File: src/rtl/gng_pkg.sv
// Package: shift-register lengths and taps for the noise sources.
// Assumes at most four sources; each entry is a maximal-length pair.
package gng_pkg;
    localparam int MAX_SRC = 4;
    localparam int SRC_LEN [MAX_SRC] = '{17, 23, 31, 29};
    localparam int SRC_TAP [MAX_SRC] = '{14, 18, 28, 27};
    localparam logic [31:0] ZERO_SUB = 32'd1;
endpackage

File: src/rtl/lfsr_stage.sv
// One Fibonacci shift register of length LEN with feedback LEN xor TAP.
// Loads a seed slice (zero replaced by 1) with priority over stepping.
// Assumes SEED_W >= LEN and TAP < LEN.
module lfsr_stage #(
    parameter int LEN    = 17,
    parameter int TAP    = 14,
    parameter int SEED_W = 32
) (
    input  logic              clk,
    input  logic              rst_n,
    input  logic              step,
    input  logic              load,
    input  logic [SEED_W-1:0] seed,
    output logic [LEN-1:0]    state_o
);
    logic [LEN-1:0] slice;
    logic [LEN-1:0] nxt;

    // Seed slice with the lock-up value swapped out
    always_comb begin
        slice = seed[LEN-1:0];
        if (slice == '0) slice = LEN'(gng_pkg::ZERO_SUB);
        nxt = {state_o[LEN-2:0], state_o[LEN-1] ^ state_o[TAP-1]};
    end

    // State register: reset, load, step or hold
    always_ff @(posedge clk) begin
        if (!rst_n)    state_o <= LEN'(1);
        else if (load) state_o <= slice;
        else if (step) state_o <= nxt;
    end


    never_zero_chk: assert property (@(posedge clk) disable iff (!rst_n)
        $past(rst_n) |-> state_o != '0);

    hold_when_idle_chk: assert property (@(posedge clk) disable iff (!rst_n)
        !load && !step |=> $stable(state_o));
endmodule

File: src/rtl/noise_sum.sv
// Adds NBITS-bit slices from NSRC sources, subtracts the mean and
// registers the signed result together with a valid flag.
// Assumes the flat input holds source k in bits [k*NBITS +: NBITS].
module noise_sum #(
    parameter int NSRC  = 3,
    parameter int NBITS = 8,
    parameter int SW    = 11
) (
    input  logic                    clk,
    input  logic                    rst_n,
    input  logic                    en,
    input  logic [NSRC*NBITS-1:0]   bits_i,
    output logic signed [SW-1:0]    sample_o,
    output logic                    valid_o
);
    localparam int MAXSUM = NSRC * ((1 << NBITS) - 1);
    localparam int MEAN   = MAXSUM / 2;

    logic [SW-1:0] acc;

    // Unsigned sum of all slices, then re-centred
    always_comb begin
        acc = '0;
        for (int k = 0; k < NSRC; k++)
            acc = acc + SW'(bits_i[k*NBITS +: NBITS]);
        acc = acc - SW'(MEAN);
    end

    // Output register: capture on enable, valid tracks enable
    always_ff @(posedge clk) begin
        if (!rst_n) begin
            sample_o <= '0;
            valid_o  <= 1'b0;
        end else begin
            valid_o <= en;
            if (en) sample_o <= $signed(acc);
        end
    end


    valid_follow_chk: assert property (@(posedge clk) disable iff (!rst_n)
        en |=> valid_o);

    valid_drop_chk: assert property (@(posedge clk) disable iff (!rst_n)
        !en |=> !valid_o);

    sample_hold_chk: assert property (@(posedge clk) disable iff (!rst_n)
        !en |=> $stable(sample_o));

    sample_range_chk: assert property (@(posedge clk) disable iff (!rst_n)
        (int'(sample_o) >= -MEAN) && (int'(sample_o) <= MAXSUM - MEAN));
endmodule

File: src/rtl/gauss_noise_gen.sv
// Top: NSRC shift registers of distinct length step together on enable;
// their low NBITS bits are summed and centred into a signed sample.
// Assumes NSRC <= 4 and SEED_W at least the longest register length.
module gauss_noise_gen #(
    parameter int NSRC   = 3,
    parameter int NBITS  = 8,
    parameter int SEED_W = 32,
    localparam int SW    = $clog2(NSRC * ((1 << NBITS) - 1) + 1) + 1
) (
    input  logic                 clk,
    input  logic                 rst_n,
    input  logic                 en,
    input  logic                 seed_load,
    input  logic [SEED_W-1:0]    seed_val,
    output logic signed [SW-1:0] sample_o,
    output logic                 valid_o
);
    logic [NSRC*NBITS-1:0] bits_flat;
    logic                  step;

    // Loading takes priority over stepping
    assign step = en & ~seed_load;

    for (genvar g = 0; g < NSRC; g++) begin : g_src
        localparam int L = gng_pkg::SRC_LEN[g];
        logic [L-1:0] st;

        lfsr_stage #(.LEN(L), .TAP(gng_pkg::SRC_TAP[g]), .SEED_W(SEED_W)) u_lfsr (
            .clk    (clk),
            .rst_n  (rst_n),
            .step   (step),
            .load   (seed_load),
            .seed   (seed_val),
            .state_o(st)
        );
        assign bits_flat[g*NBITS +: NBITS] = st[NBITS-1:0];


        seed_take_chk: assert property (@(posedge clk) disable iff (!rst_n)
            seed_load && (seed_val[L-1:0] != '0) |=> st == $past(seed_val[L-1:0]));
    end

    noise_sum #(.NSRC(NSRC), .NBITS(NBITS), .SW(SW)) u_sum (
        .clk     (clk),
        .rst_n   (rst_n),
        .en      (en),
        .bits_i  (bits_flat),
        .sample_o(sample_o),
        .valid_o (valid_o)
    );
endmodule

File: config.mk
export PLATFORM = sky130hd
export DESIGN_NAME = gauss_noise_gen
export DESIGN_NICKNAME = d
export VERILOG_FILES = /design/src/rtl/gng_pkg.sv /design/src/rtl/lfsr_stage.sv /design/src/rtl/noise_sum.sv /design/src/rtl/gauss_noise_gen.sv
export SDC_FILE = /design/constraint.sdc
export NUM_CORES = 1
export LEC_CHECK = 0
export ABC_AREA = 1
export BUFFER_PORTS_ARGS = -buffer_cell sky130_fd_sc_hd__buf_2
export CAP_MARGIN = 20
export CORE_MARGIN = 1
export CORE_UTILIZATION = 42
export DETAILED_ROUTE_END_ITERATION = 12
export HOLD_SLACK_MARGIN = 0.05
export SYNTH_ARGS = -nofsm -noshare
export SYNTH_HDL_FRONTEND = slang
export SYNTH_HIERARCHICAL = 1
export SYNTH_SLANG_ARGS = --single-unit
File: constraint.sdc
create_clock -name clk -period 2.57 [get_ports clk]
set_clock_uncertainty 0.1 [all_clocks]
set_input_delay 0.1285 -clock clk [delete_from_list [all_inputs] [get_ports clk]]
set_output_delay 0.1285 -clock clk [all_outputs]
set_load 0.02 [all_outputs]
# [Yosys cells after proc, flatten, opt, wreduce, memory -nomap -nowiden]
# Cells that the tools add are included.
[totals] regBits=83 out_inout_bits=12 word_cells=26
[op_classes] addsub=3 muxes=9 n_bitwise=5 reduce_logical=4
[ops] cell="31-bit 2-to-1 mux" n=3
[ops] cell="23-bit 2-to-1 mux" n=3
[ops] cell="17-bit 2-to-1 mux" n=3
[ops] cell="31-bit logical NOT" n=1
[ops] cell="23-bit logical NOT" n=1
[ops] cell="17-bit logical NOT" n=1
[ops] cell="11-bit by 8-bit adder with 11-bit output" n=1
[ops] cell="11-bit by 9-bit subtractor with 11-bit output (second input constant)" n=1
[ops] cell="8-bit by 8-bit adder with 9-bit output" n=1
[ops] cell="1-bit XOR" n=3
[ops] cell="2-bit nonzero test" n=1
[ops] cell="1-bit bitwise AND" n=1
[ops] cell="1-bit inverter" n=1

# [Longest topological paths before layout]
# Gate-level depths: netlist of run 1.
[depth] ltp_word=4 depth_mapped=20

# [By module]
# Netlist of run 1, hierarchy kept.
[by_module_without_submodules] module="lfsr_stage at g_src[2].u_lfsr" n_inst=1 cells_per_inst=207 area_per_inst_um2=1447.6
[by_module_without_submodules] module="noise_sum" n_inst=1 cells_per_inst=196 area_per_inst_um2=1263.7
[by_module_without_submodules] module="lfsr_stage at g_src[1].u_lfsr" n_inst=1 cells_per_inst=152 area_per_inst_um2=1056.0
[by_module_without_submodules] module="lfsr_stage at g_src[0].u_lfsr" n_inst=1 cells_per_inst=114 area_per_inst_um2=855.8
[by_module_without_submodules] module="gauss_noise_gen" n_inst=1 cells_per_inst=2 area_per_inst_um2=10.0

# [Least setup slack after synthesis of run 1]
# OpenSTA, ideal clock, no wires.
[synth_path] kind="register to register" startpoint="register g_src[0].u_lfsr.state_o[0]" endpoint="register u_sum.sample_o[8]" t_arrival_ns=2.572 required_ns=2.361 slack_ns=-0.211 path_stages_with_launch=18 n_path_buf=0 path_cell_list="dfxtp_1 ha_1 fa_1 nand3_1 nand2_1 a21oi_1 xor2_1 inv_1 ha_1 ha_1 nand2_1 inv_1 a21oi_1 nand2_1 nand2_1 nand3_1 nand2_1 inv_1"
[synth_between] elab_chain_len=3
[synth_rtl] item="start: declaration" line_no="lfsr_stage.sv:14" source="output logic [LEN-1:0] state_o"
[synth_rtl] item="start signal: assignment" line_no="lfsr_stage.sv:29" source="else if (load) state_o <= slice;"
[synth_rtl] item="start signal: assignment" line_no="lfsr_stage.sv:30" source="else if (step) state_o <= nxt;"
[synth_rtl] item="8-bit by 8-bit adder with 9-bit output" line_no="noise_sum.sv:25" source="acc = acc + SW'(bits_i[k*NBITS +: NBITS]);"
[synth_rtl] item="11-bit by 8-bit adder with 11-bit output" line_no="noise_sum.sv:25"
[synth_rtl] item="11-bit by 9-bit subtractor with 11-bit output" line_no="noise_sum.sv:26" source="acc = acc - SW'(MEAN);"
[synth_rtl] item="end signal: assignment" line_no="noise_sum.sv:36" source="if (en) sample_o <= $signed(acc);"
[synth_rtl] item="end: declaration" line_no="noise_sum.sv:13" source="output logic signed [SW-1:0] sample_o,"
# Every way passes these cells.
# A chain may end at the register's enable or synchronous reset.

# [Worst setup path in the final report of run 1]
[layout_path] startpoint="register g_src[1].u_lfsr.state_o[0]" endpoint="register u_sum.sample_o[5]"
[layout_between] elab_chain_len=3
[layout_rtl] item="start: declaration" line_no="lfsr_stage.sv:14"
[layout_rtl] item="start signal: assignment" line_no="lfsr_stage.sv:29"
[layout_rtl] item="start signal: assignment" line_no="lfsr_stage.sv:30"
[layout_rtl] item="8-bit by 8-bit adder with 9-bit output" line_no="noise_sum.sv:25"
[layout_rtl] item="11-bit by 8-bit adder with 11-bit output" line_no="noise_sum.sv:25"
[layout_rtl] item="11-bit by 9-bit subtractor with 11-bit output" line_no="noise_sum.sv:26"
# Every way passes these cells.

==> results of run 1 <==
==> critical path, stage by stage, from the launching register on <==
cell and delay (ns):
dfxtp_2 0.35, ha_4 0.16, fa_2 0.54, inv_2 0.05, ha_4 0.25, inv_2 0.04, ha_4 0.15, fa_2 0.35
nand2_2 0.08, inv_2 0.04, a21oi_2 0.12, xor2_1 0.16, nand2_1 0.07, nand2_1 0.06, inv_1 0.03
==> how the worst max path moves through the flow <==
stage                               start                  to  depth (start not counted)
5_1_grt        g_src[0].u_lfsr/state_o[2]  u_sum/sample_o[10]                         16
3_5_place_dp   g_src[0].u_lfsr/state_o[0]   u_sum/sample_o[8]                         17
4_1_cts        g_src[1].u_lfsr/state_o[0]   u_sum/sample_o[5]                         14
2_1_floorplan  g_src[0].u_lfsr/state_o[0]   u_sum/sample_o[8]                         17
3_3_place_gp   g_src[0].u_lfsr/state_o[0]   u_sum/sample_o[8]                         17
6_report       g_src[1].u_lfsr/state_o[0]   u_sum/sample_o[5]                         14
==> logic make-up after synthesis <==
logic type      Yosys count
compound gates          226
xor+xnor                  9
fa+ha+maj                26
buf+inv                  85
flops                    83
simple gates            242
==> synthesized netlist by cell type <==
master    instances
nand2_2           1
dfxtp_1          83
buf_2            15
nand3_1          16
buf_4             3
a31oi_2           1
buf_12            1
nor2_1           70
buf_6             4
xor2_1            5
clkbuf_4          1
a211oi_1          1
a21oi_1          74
o21ai_0          86
nand4_1           3
nand2_1         146
inv_2             5
a21oi_2           2
clkbuf_1          9
fa_1              2
nor2_2            3
inv_6             1
o21ai_1          51
xnor2_1           4
a31oi_1           2
o21ai_2           4
buf_8             1
nand2_4           1
a21boi_0          1
inv_1            45
nor3_1            2
o221ai_1          2
o211ai_1          1
ha_1             24
o31ai_1           1
==> area by class of cell <==
class                      count  area [um2]
sequential                    83        1670
tap                          136         170
fill                         989        4610
timing repair buffer         116         848
clock inverter                 7         108
inverter                      51         196
clock buffer                   9         124
multi-input combinational    503        2780
==> metrics by stage <==
stage | setup slack (ns) | util [%] | instance area (um2)
after CTS | -0.111 | 55.4 | 5830
after floorplan | -0.0204 | - | 4670
after global placement | -0.112 | 48.4 | 5090
after global routing | -0.236 | 56.1 | 5900
final | -0.0812 | 56.1 | 5900
after detailed placement | -0.136 | 48.4 | 5090
==> power by group <==
part	switching (uW)	internal (uW)	total, uW
Clock	539	566	1100
Combinational	599	463	1060
Sequential	63.1	1400	1460
==> flip-flops by register name, indices dropped and copies added, names as in the netlist <==
name / count
u_sum/valid_o: 1
g_src.u_lfsr/state_o: 71
u_sum/sample_o: 11
==> metal layers <==
metal	routed length [um]	vias up	global-route usage, %
li1	-	2425	-
met1	5900	2233	30.0
met2	6590	108	43.4
met3	500	24	3.95
met4	284	0	10.1
met5	0	-	0
==> what timing repair did <==
| item | in CTS | in global routing |
|---|---|---|
| cloned | 0 | 0 |
| endpoints found under the setup margin | 8 | 8 |
| buffers inserted | 1 | 0 |
| pin swaps | 22 | 12 |
| hold buffers | 37 | 0 |
| endpoints found under the hold margin | 67 | 0 |
| gates resized for setup | 24 | 19 |
==> impl_metrics.ini, run 1 <==
[status]
outcome = finished with violations
violations = setup timing

[min_path]
min_delay_path_depth = 5
min_from = seed_val[0]
holdPathEnd = g_src[1].u_lfsr/state_o[0]
hold_path.class = in2reg

[sta]
finalCritPeriodShare_pct = 103
rsz0062_at_grt = yes
tns_ns = -0.358
finalHoldViolCount = 0
drv_slew = 0
timing.fmax_mhz = 377
min_period_ns = 2.65
hold_slack_ns = 0.0738
relSlewSlack_pct = 60.5
fin_ws_ns = -0.0812
worst_slew_pin_slew_ns = 0.592
setup_violations = 6

[synthesis]
synth_compound_area_share_pct = 25.5
avgSynthCellArea_um2 = 6.90
synth.top_cell.area_share_pct = 35.9
synth_top_family_by_area = compound AO/OA/AOI/OAI gates
ys_warn_count = 6
synth_area_leader_cell = dfxtp_1
ys_ff_latch = 83
synth.area.top_cells = dfxtp_1 (36%), nand2_1 (12%), o21ai_0 (9.3%), a21oi_1 (8.0%), ha_1 (6.5%)
synthCells = 671
synth_xor_area_share_pct = 1.70
synthDistinctLibCells = 35
synthMuxAreaShare_pct = 0
seq_area_frac_synth_pct = 35.9
synth_simple_gate_area_share_pct = 20.6
syn_area_um2 = 4630
synth_fa_ha_area_share_pct = 7.35
syn-num-nets = 733

[setup_path]
arrival_ns = 2.82
reg2reg_to = u_sum/sample_o[5]
rr_startpoint = g_src[1].u_lfsr/state_o[0]
reg2reg_depth = 14
reg2reg_setup_slack_ns = -0.08
required_ns = 2.74
start_kind = flop
crit_fanout = 2
crit_type = reg2reg
end_kind = flop

[power]
vdd.ir_drop.worst_mv = 0.463
total_power_uw = 3620
total_leakage_power_uw = 0.00261
power-per-cell-area_nw_per_um2 = 615

[placement]
placed_cells = 851
gp_congestion = 0.815
io_buffers = 46
hpwl_um = 8180

[cts]
clkTransAtPathRegs_ns = 0.11
htree_levels = 3
cts_tree = done
cts_buffers = 9
numClockSinks = 83
clk_latency_ns = 0.37
clk_path_buf_depth = 2
cts_root_buf = clkbuf_8

[global_route]
grt-ovfl-total = 0
antenna_found_initial = 0
grt_max_degree = 43
grt_pass1_wl_um = 22700
grtUsageTotal_pct = 24.7
grt_pass1_vias = 4826

[detailed_routing]
drt_iter0_markers = 282
drt-total-wl_um = 13300
viasPerCell = 5.29
num_vias = 4790
post_drt_wl_per_cell_um = 14.7
antenna_left = 0
first_pass_iters = 5
drc = 0

[floorplan]
io_pins = 48
die_area_um2 = 11500
fp-row-count = 37
fp.dieH_um = 107
die_w_um = 107
initial_core_util_pct = 44.1
core_um2 = 10500

[finish]
final_common_cell = nand2_1
layout-drive-gt1-share_pct = 20.5
final_cell_mix = nand2_1 (137), o21ai_0 (85), dfxtp_1 (78), a21oi_1 (68), nor2_1 (67)
antenna_cells = 0
finalNonFillerCells = 905
area_growth_pct = 27.3
layout.nets = 826

[run]
max-cap-violations = 0
Power figures use the tool's default switching activity.
==> inputs of run 2 (changes only) <==
--- a/config.mk
+++ b/config.mk
@@ -5,13 +5,14 @@
 export SDC_FILE = /design/constraint.sdc
 export NUM_CORES = 1
 export LEC_CHECK = 0
-export ABC_AREA = 1
+export ABC_AREA = 0
 export BUFFER_PORTS_ARGS = -buffer_cell sky130_fd_sc_hd__buf_2
 export CAP_MARGIN = 20
 export CORE_MARGIN = 1
 export CORE_UTILIZATION = 42
 export DETAILED_ROUTE_END_ITERATION = 12
 export HOLD_SLACK_MARGIN = 0.05
+export MAX_ROUTING_LAYER = met4
 export SYNTH_ARGS = -nofsm -noshare
 export SYNTH_HDL_FRONTEND = slang
 export SYNTH_HIERARCHICAL = 1
==> constraint.sdc (replaced) <==
create_clock -name clk -period 3.41 [get_ports clk]
set_clock_uncertainty 0.1 [all_clocks]
set_input_delay 0.1705 -clock clk [delete_from_list [all_inputs] [get_ports clk]]
set_output_delay 0.1705 -clock clk [all_outputs]
set_load 0.02 [all_outputs]
==> impl_metrics.ini, run 2 <==
[status]
outcome = finished clean

[floorplan]
die_area_um2 = 11700
core_um2 = 10900
fp-row-count = 38
initial_core_util_pct = 43.5
io_pins = 48
die_w_um = 108
fp.dieH_um = 108

[finish]
antenna_cells = 0
finalNonFillerCells = 727
final-seq-area_um2 = 1660
final_cell_mix = dfxtp_1 (83), nor2_1 (72), mux2i_1 (71), buf_2 (46), nand2_1 (45)
multi_input_area_um2 = 2820
layout-drive-gt1-share_pct = 12.9
largestRegisters = g_src.u_lfsr/state_o x71, u_sum/sample_o x11, u_sum/valid_o x1
regMostFlops = g_src.u_lfsr/state_o
area_growth_pct = 14.7
layout.nets = 646
final_common_cell = dfxtp_1
largest_register_ffs = 71
nFillCells = 1044

[sta]
tns_ns = 0
timing.fmax_mhz = 314
finalCritPeriodShare_pct = 93.3
min_period_ns = 3.18
relSlewSlack_pct = 33.4
finalHoldViolCount = 0
drv_slew = 0
worst_slew_pin_slew_ns = 0.999
setup_violations = 0
rsz0062_at_grt = no
hold_slack_ns = 0.0634

[synthesis]
seq_area_frac_synth_pct = 35.0
synthCells = 541
synth_area_leader_cell = dfxtp_1
synth_edf_count = 0
ys_warn_count = 6
synth.top_cell.area_share_pct = 35.0
async_reset_ff_share_pct = 0
ys_ff_latch = 83
avgSynthCellArea_um2 = 8.78
synth_common_cells = dfxtp_1 (83), nor2_1 (72), mux2i_1 (71)
synth.area.top_cells = dfxtp_1 (35%), mux2i_1 (15%), ha_1 (6.3%), nor2_1 (5.7%), a21oi_1 (4.0%)
syn_area_um2 = 4750
ys.flop_type = dfxtp_1
synth_most_common_cell = dfxtp_1
syn-num-nets = 603
synthDistinctLibCells = 57

[setup_path]
start_kind = flop
rr_startpoint = g_src[0].u_lfsr/state_o[0]
slowest_stage = a2111o_1
reg2reg_setup_slack_ns = 0.23
reg2reg_to = u_sum/sample_o[8]
slowest_delay_ns = 0.43
required_ns = 3.58
reg2reg_depth = 12
crit_type = reg2reg
crit_fanout = 5
end_kind = flop
cp_cell_sequence = ha_1 > fa_1 > a21o_1 > a21oi_2 > o211ai_1 > xor2_1 > ha_1 > ha_2 > a2111o_1 > a21oi_2 > o2111ai_1 > nand3b_1
arrival_ns = 3.35

[cts]
cts_root_buf = clkbuf_16
clk_path_buf_depth = 2
cts_tree = done
clk_latency_ns = 0.33
numClockSinks = 83
cts_buffers = 9
htree_levels = 3
clkTransAtPathRegs_ns = 0.06
post_cts_buffers = 0

[global_route]
grtUsageTotal_pct = 19.3
use_met3_pct = 4.70
grt_pass1_vias = 3641
use_met2_pct = 32.5
use_met1_pct = 23.1
grt_busiest_layer = met2
antenna_found_initial = 0
grt_max_degree = 112
grt-ovfl-total = 0
grt_pass1_wl_um = 17400

[detailed_routing]
drc = 0
first_pass_iters = 6
post_drt_wl_per_cell_um = 14.1
viasPerCell = 5.26
num_vias = 3822
drt-total-wl_um = 10200
antenna_left = 0
drt_iter0_markers = 139

[min_path]
hold_path.class = in2reg
holdPathEnd = g_src[2].u_lfsr/state_o[11]
min_from = seed_val[11]
min_delay_path_depth = 3

[power]
total_power_uw = 2670
pwr-share-comb_pct = 22.1
switching_share_pct = 28.4
power.switching_uw = 757
vdd.ir_drop.worst_mv = 0.389
power-per-cell-area_nw_per_um2 = 489
p_int_uw = 1910
p_seq_share_pct = 40.8
total_leakage_power_uw = 0.00242
clkPwrFrac_pct = 37.1

[placement]
hpwl_um = 6910
gp_congestion = 0.768
io_buffers = 46
placed_cells = 699

[run]
max-cap-violations = 0
## run 2: cell types whose count changed after synthesis, moves of 23 or more
cell	previous run	this run
nand2_1	146	45
and2_1	0	23
a21oi_1	74	38
o21ai_0	86	24
inv_1	45	15
o21ai_1	51	4
mux2i_1	0	71
## run 2: what timing repair did
action | in CTS | in global routing
gates resized for setup | 0 | 2
setup endpoints to repair | 0 | 2
hold endpoints to repair | 15 | 0
hold buffers | 14 | 0
## run 2: power groups by stage
stage / clock [uW] / combinational [uW] / sequential [uW]
2_1_floorplan: 0 / 412 / 1130
4_1_cts: 1020 / 587 / 1090
3_5_place_dp: 0 / 569 / 1110
3_3_place_gp: 0 / 557 / 1110
5_1_grt: 1050 / 666 / 1100
6_report: 988 / 590 / 1090
## run 2: worst max-delay path, delay by kind of cell (launching register included)
kind | cells | cell delay [ns]
adders and majority gates | 4 | 1.12
and+or+nand+nor | 1 | 0.14
xor gates and xnor gates | 1 | 0.15
AOI/OAI and AO/OA | 6 | 1.26
DFF | 1 | 0.33
## run 2: area by class of cell
| type | count | area share, % |
|---|---|---|
| Clock buffer | 11 | 4.64 |
| Clock inverter | 3 | 0.872 |
| Inverter | 17 | 1.17 |
| Multi-Input combinational cell | 408 | 51.7 |
| Sequential cell | 83 | 30.5 |
| Tap cell | 140 | 3.21 |
| Timing Repair Buffer | 65 | 7.94 |
## run 2: how the worst max path moves through the flow
stage                               start                 to  slack [ns]  cells after the start
2_1_floorplan  g_src[0].u_lfsr/state_o[0]  u_sum/sample_o[8]        0.38                     12
3_3_place_gp   g_src[0].u_lfsr/state_o[0]  u_sum/sample_o[8]        0.21                     12
3_5_place_dp   g_src[0].u_lfsr/state_o[0]  u_sum/sample_o[8]        0.18                     12
4_1_cts        g_src[0].u_lfsr/state_o[0]  u_sum/sample_o[8]        0.17                     12
5_1_grt        g_src[0].u_lfsr/state_o[0]  u_sum/sample_o[8]        0.02                     12
6_report       g_src[0].u_lfsr/state_o[0]  u_sum/sample_o[8]        0.23                     12
## run 2: per-layer routing
| layer | vias to the layer above | wire [um] |
|---|---|---|
| met2 | 50 | 4900 |
| met3 | 8 | 287 |
| met4 | 0 | 73 |
| met5 | - | 0 |
| met1 | 1765 | 4970 |
| li1 | 1999 | - |
## run 2: kinds of logic (layout without fill, tap and decap cells)
group,after synthesis,in the layout,synth area share [%]
muxes,71,71,15.0
buffers and inverters,50,96,6.08
adders and majority gates,26,26,7.16
xor gates and xnor gates,10,10,1.84
and+or+nand+nor,183,183,18.0
DFF,83,83,35.0
AOI/OAI and AO/OA,118,118,17.0
## run 2: through the flow
stage	utilization, %	setup slack [ns]	area [um2]
3_3_place_gp	45.7	0.215	4990
6_report	49.8	0.230	5450
4_1_cts	49.7	0.165	5440
5_1_grt	49.8	0.0177	5450
2_1_floorplan	-	0.384	4750
3_5_place_dp	45.7	0.177	4990
